### config.mk
export PLATFORM = sky130hd
export DESIGN_NAME = banked_regfile
export DESIGN_NICKNAME = d
export VERILOG_FILES = /design/src/rtl/bankreg_pkg.sv /design/src/rtl/bank_select.sv /design/src/rtl/gpr_array.sv /design/src/rtl/ctrl_regs.sv /design/src/rtl/banked_regfile.sv
export SDC_FILE = /design/constraint.sdc
export NUM_CORES = 2
export LEC_CHECK = 0
export BUFFER_PORTS_ARGS = -buffer_cell sky130_fd_sc_hd__buf_2
export CORE_ASPECT_RATIO = 2
export CORE_MARGIN = 2
export CORE_UTILIZATION = 60
export CTS_CLUSTER_SIZE = 25
export DETAILED_ROUTE_END_ITERATION = 8
export GPL_TIMING_DRIVEN = 0
export PLACE_DENSITY = 0.81
export SLEW_MARGIN = 25
export SYNTH_ARGS = -nofsm -noshare
export SYNTH_HDL_FRONTEND = slang
export SYNTH_HIERARCHICAL = 1
export SYNTH_SLANG_ARGS = --single-unit
### constraint.sdc
create_clock -name clk -period 7.1 [get_ports clk]
set_clock_uncertainty 0.1 [all_clocks]
set_input_delay 1.775 -clock clk [delete_from_list [all_inputs] [get_ports clk]]
set_output_delay 1.775 -clock clk [all_outputs]
set_load 0.01 [all_outputs]
### src/rtl/bankreg_pkg.sv
package bankreg_pkg;

  localparam int CTRL_SEL_W = 4;
  localparam int NUM_CTRL   = 11;
  localparam int FIRST_PRIV = 6;

  typedef enum logic [CTRL_SEL_W-1:0] {
    CR_GLOBAL_BASE = 4'd0,
    CR_MAC_HI      = 4'd1,
    CR_MAC_LO      = 4'd2,
    CR_RET_ADDR    = 4'd3,
    CR_STATUS      = 4'd4,
    CR_PROG_CNT    = 4'd5,
    CR_SAVED_STAT  = 4'd6,
    CR_SAVED_PC    = 4'd7,
    CR_VEC_BASE    = 4'd8,
    CR_SAVED_GEN   = 4'd9,
    CR_DEBUG_BASE  = 4'd10
  } ctrl_sel_e;

  // Active bank: only privileged mode with the bank bit set reaches bank 1
  function automatic logic pick_bank(input logic priv, input logic bank_bit);
    return priv & bank_bit;
  endfunction

  function automatic logic ctrl_valid(input logic [CTRL_SEL_W-1:0] sel);
    return sel < CTRL_SEL_W'(NUM_CTRL);
  endfunction

  function automatic logic ctrl_priv_only(input logic [CTRL_SEL_W-1:0] sel);
    return (sel >= CTRL_SEL_W'(FIRST_PRIV)) && (sel < CTRL_SEL_W'(NUM_CTRL));
  endfunction

endpackage

### src/rtl/bank_select.sv
module bank_select (
  input  logic priv_mode,
  input  logic bank_sel,
  output logic act_bank,
  output logic hid_bank,
  output logic side_ok
);
  import bankreg_pkg::*;

  always_comb begin
    act_bank = pick_bank(priv_mode, bank_sel);
    hid_bank = ~act_bank;
    side_ok  = priv_mode;
  end
endmodule

### src/rtl/gpr_array.sv
module gpr_array #(
  parameter int DATA_W     = 32,
  parameter int NUM_REGS   = 16,
  parameter int NUM_BANKED = 8
) (
  input  logic                          clk,
  input  logic                          rst,
  input  logic                          act_bank,
  input  logic                          hid_bank,
  input  logic [$clog2(NUM_REGS)-1:0]   rd_a_idx,
  input  logic [$clog2(NUM_REGS)-1:0]   rd_b_idx,
  output logic [DATA_W-1:0]             rd_a_data,
  output logic [DATA_W-1:0]             rd_b_data,
  input  logic                          wr_en,
  input  logic [$clog2(NUM_REGS)-1:0]   wr_idx,
  input  logic [DATA_W-1:0]             wr_data,
  input  logic                          side_we,
  input  logic [$clog2(NUM_BANKED)-1:0] side_idx,
  input  logic [DATA_W-1:0]             side_wdata,
  output logic [DATA_W-1:0]             side_rdata
);
  localparam int IDX_W      = $clog2(NUM_REGS);
  localparam int BIDX_W     = $clog2(NUM_BANKED);
  localparam int NUM_SHARED = NUM_REGS - NUM_BANKED;
  localparam int SIDX_W     = (NUM_SHARED > 1) ? $clog2(NUM_SHARED) : 1;

  logic [DATA_W-1:0] bank_q   [2][NUM_BANKED];
  logic [DATA_W-1:0] shared_q [NUM_SHARED];

  function automatic logic is_banked(input logic [IDX_W-1:0] idx);
    return idx < IDX_W'(NUM_BANKED);
  endfunction

  function automatic logic [SIDX_W-1:0] shared_slot(input logic [IDX_W-1:0] idx);
    return SIDX_W'(idx - IDX_W'(NUM_BANKED));
  endfunction

  logic              bank_wr, shared_wr;
  logic [BIDX_W-1:0] bank_wslot;
  logic [SIDX_W-1:0] shared_wslot;

  always_comb begin
    bank_wr      = wr_en & is_banked(wr_idx);
    shared_wr    = wr_en & ~is_banked(wr_idx);
    bank_wslot   = wr_idx[BIDX_W-1:0];
    shared_wslot = shared_slot(wr_idx);
  end

  always_ff @(posedge clk) begin
    if (rst) begin
      for (int b = 0; b < 2; b++)
        for (int i = 0; i < NUM_BANKED; i++)
          bank_q[b][i] <= '0;
      for (int j = 0; j < NUM_SHARED; j++)
        shared_q[j] <= '0;
    end else begin
      if (bank_wr)   bank_q[act_bank][bank_wslot] <= wr_data;
      if (side_we)   bank_q[hid_bank][side_idx]   <= side_wdata;
      if (shared_wr) shared_q[shared_wslot]       <= wr_data;
    end
  end

  // Two identical combinational read ports
  logic [1:0][IDX_W-1:0]  port_idx;
  logic [1:0][DATA_W-1:0] port_data;

  assign port_idx[0] = rd_a_idx;
  assign port_idx[1] = rd_b_idx;
  assign rd_a_data   = port_data[0];
  assign rd_b_data   = port_data[1];

  for (genvar p = 0; p < 2; p++) begin : g_rd
    always_comb begin
      if (is_banked(port_idx[p]))
        port_data[p] = bank_q[act_bank][port_idx[p][BIDX_W-1:0]];
      else
        port_data[p] = shared_q[shared_slot(port_idx[p])];
    end
  end

  assign side_rdata = bank_q[hid_bank][side_idx];
endmodule

### src/rtl/ctrl_regs.sv
module ctrl_regs #(
  parameter int DATA_W = 32
) (
  input  logic                                clk,
  input  logic                                rst,
  input  logic                                priv_mode,
  input  logic                                ctl_en,
  input  logic                                ctl_we,
  input  logic [bankreg_pkg::CTRL_SEL_W-1:0]  ctl_sel,
  input  logic [DATA_W-1:0]                   ctl_wdata,
  output logic [DATA_W-1:0]                   ctl_rdata,
  output logic                                ctl_blocked,
  output logic                                ctl_wr_fire
);
  import bankreg_pkg::*;

  logic [DATA_W-1:0] ctrl_q [NUM_CTRL];
  logic              denied;

  always_comb begin
    denied      = ~priv_mode & ctrl_priv_only(ctl_sel);
    ctl_blocked = ctl_en & denied;
    ctl_wr_fire = ctl_en & ctl_we & ctrl_valid(ctl_sel) & ~denied;
    if (ctrl_valid(ctl_sel) && !denied)
      ctl_rdata = ctrl_q[ctl_sel];
    else
      ctl_rdata = '0;
  end

  always_ff @(posedge clk) begin
    if (rst) begin
      for (int k = 0; k < NUM_CTRL; k++)
        ctrl_q[k] <= '0;
    end else if (ctl_wr_fire) begin
      ctrl_q[ctl_sel] <= ctl_wdata;
    end
  end
endmodule

### src/rtl/banked_regfile.sv
module banked_regfile #(
  parameter int DATA_W     = 32,
  parameter int NUM_REGS   = 16,
  parameter int NUM_BANKED = 8
) (
  input  logic                                clk,
  input  logic                                rst,
  input  logic                                priv_mode,
  input  logic                                bank_sel,
  input  logic [$clog2(NUM_REGS)-1:0]         rd_a_idx,
  output logic [DATA_W-1:0]                   rd_a_data,
  input  logic [$clog2(NUM_REGS)-1:0]         rd_b_idx,
  output logic [DATA_W-1:0]                   rd_b_data,
  input  logic                                wr_en,
  input  logic [$clog2(NUM_REGS)-1:0]         wr_idx,
  input  logic [DATA_W-1:0]                   wr_data,
  input  logic                                alt_en,
  input  logic                                alt_we,
  input  logic [$clog2(NUM_BANKED)-1:0]       alt_idx,
  input  logic [DATA_W-1:0]                   alt_wdata,
  output logic [DATA_W-1:0]                   alt_rdata,
  input  logic                                ctl_en,
  input  logic                                ctl_we,
  input  logic [bankreg_pkg::CTRL_SEL_W-1:0]  ctl_sel,
  input  logic [DATA_W-1:0]                   ctl_wdata,
  output logic [DATA_W-1:0]                   ctl_rdata,
  output logic                                priv_fault
);
  // Named internal events, brought out for the checker
  logic              act_bank, hid_bank, side_ok;
  logic              alt_blocked, alt_wr_fire;
  logic              ctl_blocked, ctl_wr_fire;
  logic [DATA_W-1:0] side_raw;
  logic              fault_q;

  bank_select u_bsel (
    .priv_mode (priv_mode),
    .bank_sel  (bank_sel),
    .act_bank  (act_bank),
    .hid_bank  (hid_bank),
    .side_ok   (side_ok)
  );

  assign alt_blocked = alt_en & ~side_ok;
  assign alt_wr_fire = alt_en & alt_we & side_ok;
  assign alt_rdata   = side_ok ? side_raw : '0;

  gpr_array #(
    .DATA_W     (DATA_W),
    .NUM_REGS   (NUM_REGS),
    .NUM_BANKED (NUM_BANKED)
  ) u_gpr (
    .clk        (clk),
    .rst        (rst),
    .act_bank   (act_bank),
    .hid_bank   (hid_bank),
    .rd_a_idx   (rd_a_idx),
    .rd_b_idx   (rd_b_idx),
    .rd_a_data  (rd_a_data),
    .rd_b_data  (rd_b_data),
    .wr_en      (wr_en),
    .wr_idx     (wr_idx),
    .wr_data    (wr_data),
    .side_we    (alt_wr_fire),
    .side_idx   (alt_idx),
    .side_wdata (alt_wdata),
    .side_rdata (side_raw)
  );

  ctrl_regs #(.DATA_W(DATA_W)) u_ctrl (
    .clk         (clk),
    .rst         (rst),
    .priv_mode   (priv_mode),
    .ctl_en      (ctl_en),
    .ctl_we      (ctl_we),
    .ctl_sel     (ctl_sel),
    .ctl_wdata   (ctl_wdata),
    .ctl_rdata   (ctl_rdata),
    .ctl_blocked (ctl_blocked),
    .ctl_wr_fire (ctl_wr_fire)
  );

  always_ff @(posedge clk) begin
    if (rst) fault_q <= 1'b0;
    else     fault_q <= alt_blocked | ctl_blocked;
  end

  assign priv_fault = fault_q;
endmodule

==> summary.md <==
| Metric | Value |
|---|---|
| Status | complete, but fails checks |
| Failing checks | design-rule violations, negative setup slack |
| Dpl ws | -5.54 ps |
| Synth Instances | 4,616 |
| H-tree levels | 3 |
| Multi-input logic area | 28,000 sq um |
| CP arrival | 5320 ps |
| EDFF count, synth | 1,088 |
| Share of the synthesized area in the top cell type | 0.514 |
| Critical path endpoint category | primary output |
| Wirelength per Cell | 44.7 um |
| Slew HR | 0.108 |
| Vias in the first global route | 51,900 |
| Register area share after synthesis | 0.524 |
| DIE HEIGHT | 464 um |
| Synth area leaders | edfxtp_1, mux4_2, and2_1 |
| Initial antenna violation count | 47 |
| Register area | 33,300 sq um |
| Slew @ Worst Pin | 1340 ps |
| Cell area after synthesis | 63,600 sq um |
| Syn-to-layout area delta | 11.8% |
| DP Wirelength | 215 mm |
| Hold Crit Class | register to register |
| Biggest area consumer among synthesized cells | edfxtp_1 |
| Core area | 105,000 sq um |
| DR pass1 iterations | 9 |
| Fillers | 7,457 |
| Layout cells sized above 1 | 0.261 |
| CTS max path bufs | 3 |
| Total die area | 109,000 sq um |
| Io pins | 253 |
| Mapped Avg Cell Area | 13.8 sq um |
| Most common cell in the synthesized netlist | edfxtp_1 |
| DR vias | 51,300 |
| Startpoint Class | input port |
| Final min period | 7200 ps |
| Reg clk slew, reported paths | 60 ps |
| Largest net degree at the start of global routing | 33 |
| CP Launch Point | rd_b_idx[1] |
| Initial DRC count | 7,411 |
| # setup viols final | 9 |
| Routed WL | 289 mm |
| Post-Layout Cell Count | 6,468 |
| Most frequent cells after synthesis | edfxtp_1, and2_1, mux4_2 |
| Die Width | 234 um |
| CTS Root Cell | clkbuf_16 |
| Power per cell area | 231 nW/um^2 |
| Placed cells | 6,239 |
| Synthesized Nets | 4,740 |
| Worst VDD drop | 0.242 mV |
| Critical R2R Capture | u_ctrl/ctrl_q[10][2] |
| Critical Path Sink | rd_b_data[9] |
| PortBufs | 209 |
| Synth cell types | 63 |
| Tot GR Track Use | 0.539 |
| Residual DRC | 66 |
| RR Startpoint | u_ctrl/ctrl_q[10][2] |
| Clock latency on the worst-skew pair | 740 ps |
| Fraction of registers with async set/reset | 0 |
| WS Path Type | input port to primary output |
| CTS tree | built |
| P_leak | 24.9 nW |
| Reg2Reg Setup Slack | 6310 ps |
| DRT antenna net count | 0 |
| PnR worst setup slack | -95.8 ps |
| Req. time, crit path | 5220 ps |
| RePlAce Congestion | 1.06 |
| Final Hold Viols | 0 |
| Crit Path Max Fanout | 10 |
| Yosys Warn Count | 6 |
| Max-slew violations | 0 |
| Highest clock rate | 139 MHz |
| Period utilization | 1.01 |
| Max_cap viols | 0 |
| # rows | 168 |
| Starting Density | 0.606 |
| Grt ovf | 0 |
| Global-route wire length before repair | 390 mm |
| TritonCTS Sinks | 1,121 |
| Via density | 7.93 |
| Nets | 5,106 |
| FF+latch count, synth | 1,121 |
| Reg2Reg Depth | 2 |
| Main flop type after synthesis | edfxtp_1 |
| TritonCTS Buffers | 97 |
[layout by cell type, fill, tap and decap left out, types with 32 or more instances in the layout]
cell,instances
a21oi_1,134
a221oi_1,128
a22o_1,256
a32oi_1,64
and2_1,583
and2_2,32
and3_1,33
buf_2,366
clkbuf_1,326
clkbuf_16,99
clkbuf_2,43
dfxtp_1,33
diode_2,45
edfxtp_1,1088
mux2_2,96
mux2i_1,291
mux4_2,479
nand2_1,328
nor2_1,53
o21ai_0,283
o31ai_1,32
[metal layers]
| layer | global-route usage | part of all wire | up-vias |
|---|---|---|---|
| met5 | 0.000460 | 0.00055 | - |
| met4 | 0.591 | 0.14 | 24 |
| met3 | 0.227 | 0.13 | 2292 |
| met2 | 0.833 | 0.46 | 5165 |
| met1 | 0.502 | 0.27 | 24800 |
| li1 | - | - | 19000 |
[through the flow]
step / cell area (sq um) / power [W] / util / hold slack, ps / TNS, ps
2_1_floorplan: 63600 / 0.00941 / - / 336 / 0
3_3_place_gp: 66300 / 0.0104 / 0.632 / 342 / -1440290
3_5_place_dp: 67400 / 0.0105 / 0.643 / 348 / -9.20
4_1_cts: 70800 / 0.0162 / 0.675 / 357 / 0
5_1_grt: 71000 / 0.0167 / 0.677 / 382 / -4.09
6_report: 71100 / 0.0164 / 0.677 / 358 / -394
[cell type report]
class,instances,area share
sequential,1121,0.469
multi-input combinational,2932,0.394
clock buffer,122,0.0372
buffer,557,0.0359
timing repair buffer,268,0.0276
tap,1360,0.0239
clock inverter,58,0.0106
antenna,45,0.00158
inverter,5,0.000264
[critical path, cell delays in order]
cell,delay (ps)
clkbuf_1,260
buf_2,590
clkdlybuf4s15_1,850
mux4_2,400
o21ai_0,900
a32oi_1,300
buf_2,220
[flip-flops by register name (all words and copies together), names as in the netlist]
name / count
priv_fault: 1
u_gpr/shared_q: 256
u_ctrl/ctrl_q: 352
u_gpr/bank_q: 512
[report_power, final]
group | leakage, nW | switching [W] | internal, W
registers | 10.6 | 0.000297 | 0.00771
clock network | 1.65 | 0.00258 | 0.00324
logic | 12.7 | 0.00161 | 0.000961
total | 24.9 | 0.00449 | 0.0119
[cell families after synthesis]
kind of cell    after synthesis  share of synthesized area
flops                      1121                      0.524
simple gates               1107                     0.0985
mux                         866                      0.233
compound gates              959                      0.105
buf+inv                     563                     0.0393
[how the worst min path moves through the flow]
stage | cells after the start | startpoint | slack [ps] | endpoint
finish | 2 | u_ctrl/ctrl_q[10][23] | 360 | u_ctrl/ctrl_q[10][23]
global route | 2 | u_ctrl/ctrl_q[10][26] | 380 | u_ctrl/ctrl_q[10][26]
CTS | 2 | u_ctrl/ctrl_q[10][23] | 360 | u_ctrl/ctrl_q[10][23]
detailed placement | 2 | u_ctrl/ctrl_q[10][23] | 350 | u_ctrl/ctrl_q[10][23]
global placement | 2 | u_ctrl/ctrl_q[10][24] | 340 | u_ctrl/ctrl_q[10][24]
floorplan | 2 | u_ctrl/ctrl_q[10][0] | 340 | u_ctrl/ctrl_q[10][0]
[what timing repair did]
item / 4_1_cts / 5_1_grt
setup endpoints to repair: 7 / 49
pin swaps: 0 / 0
hold buffers: 0 / 0
buffers inserted: 0 / 0
endpoints found under the hold margin: 0 / 0
gates cloned: 0 / 0
gates resized for setup: 3 / 12
Note: power is estimated with default switching activity, not from simulation.
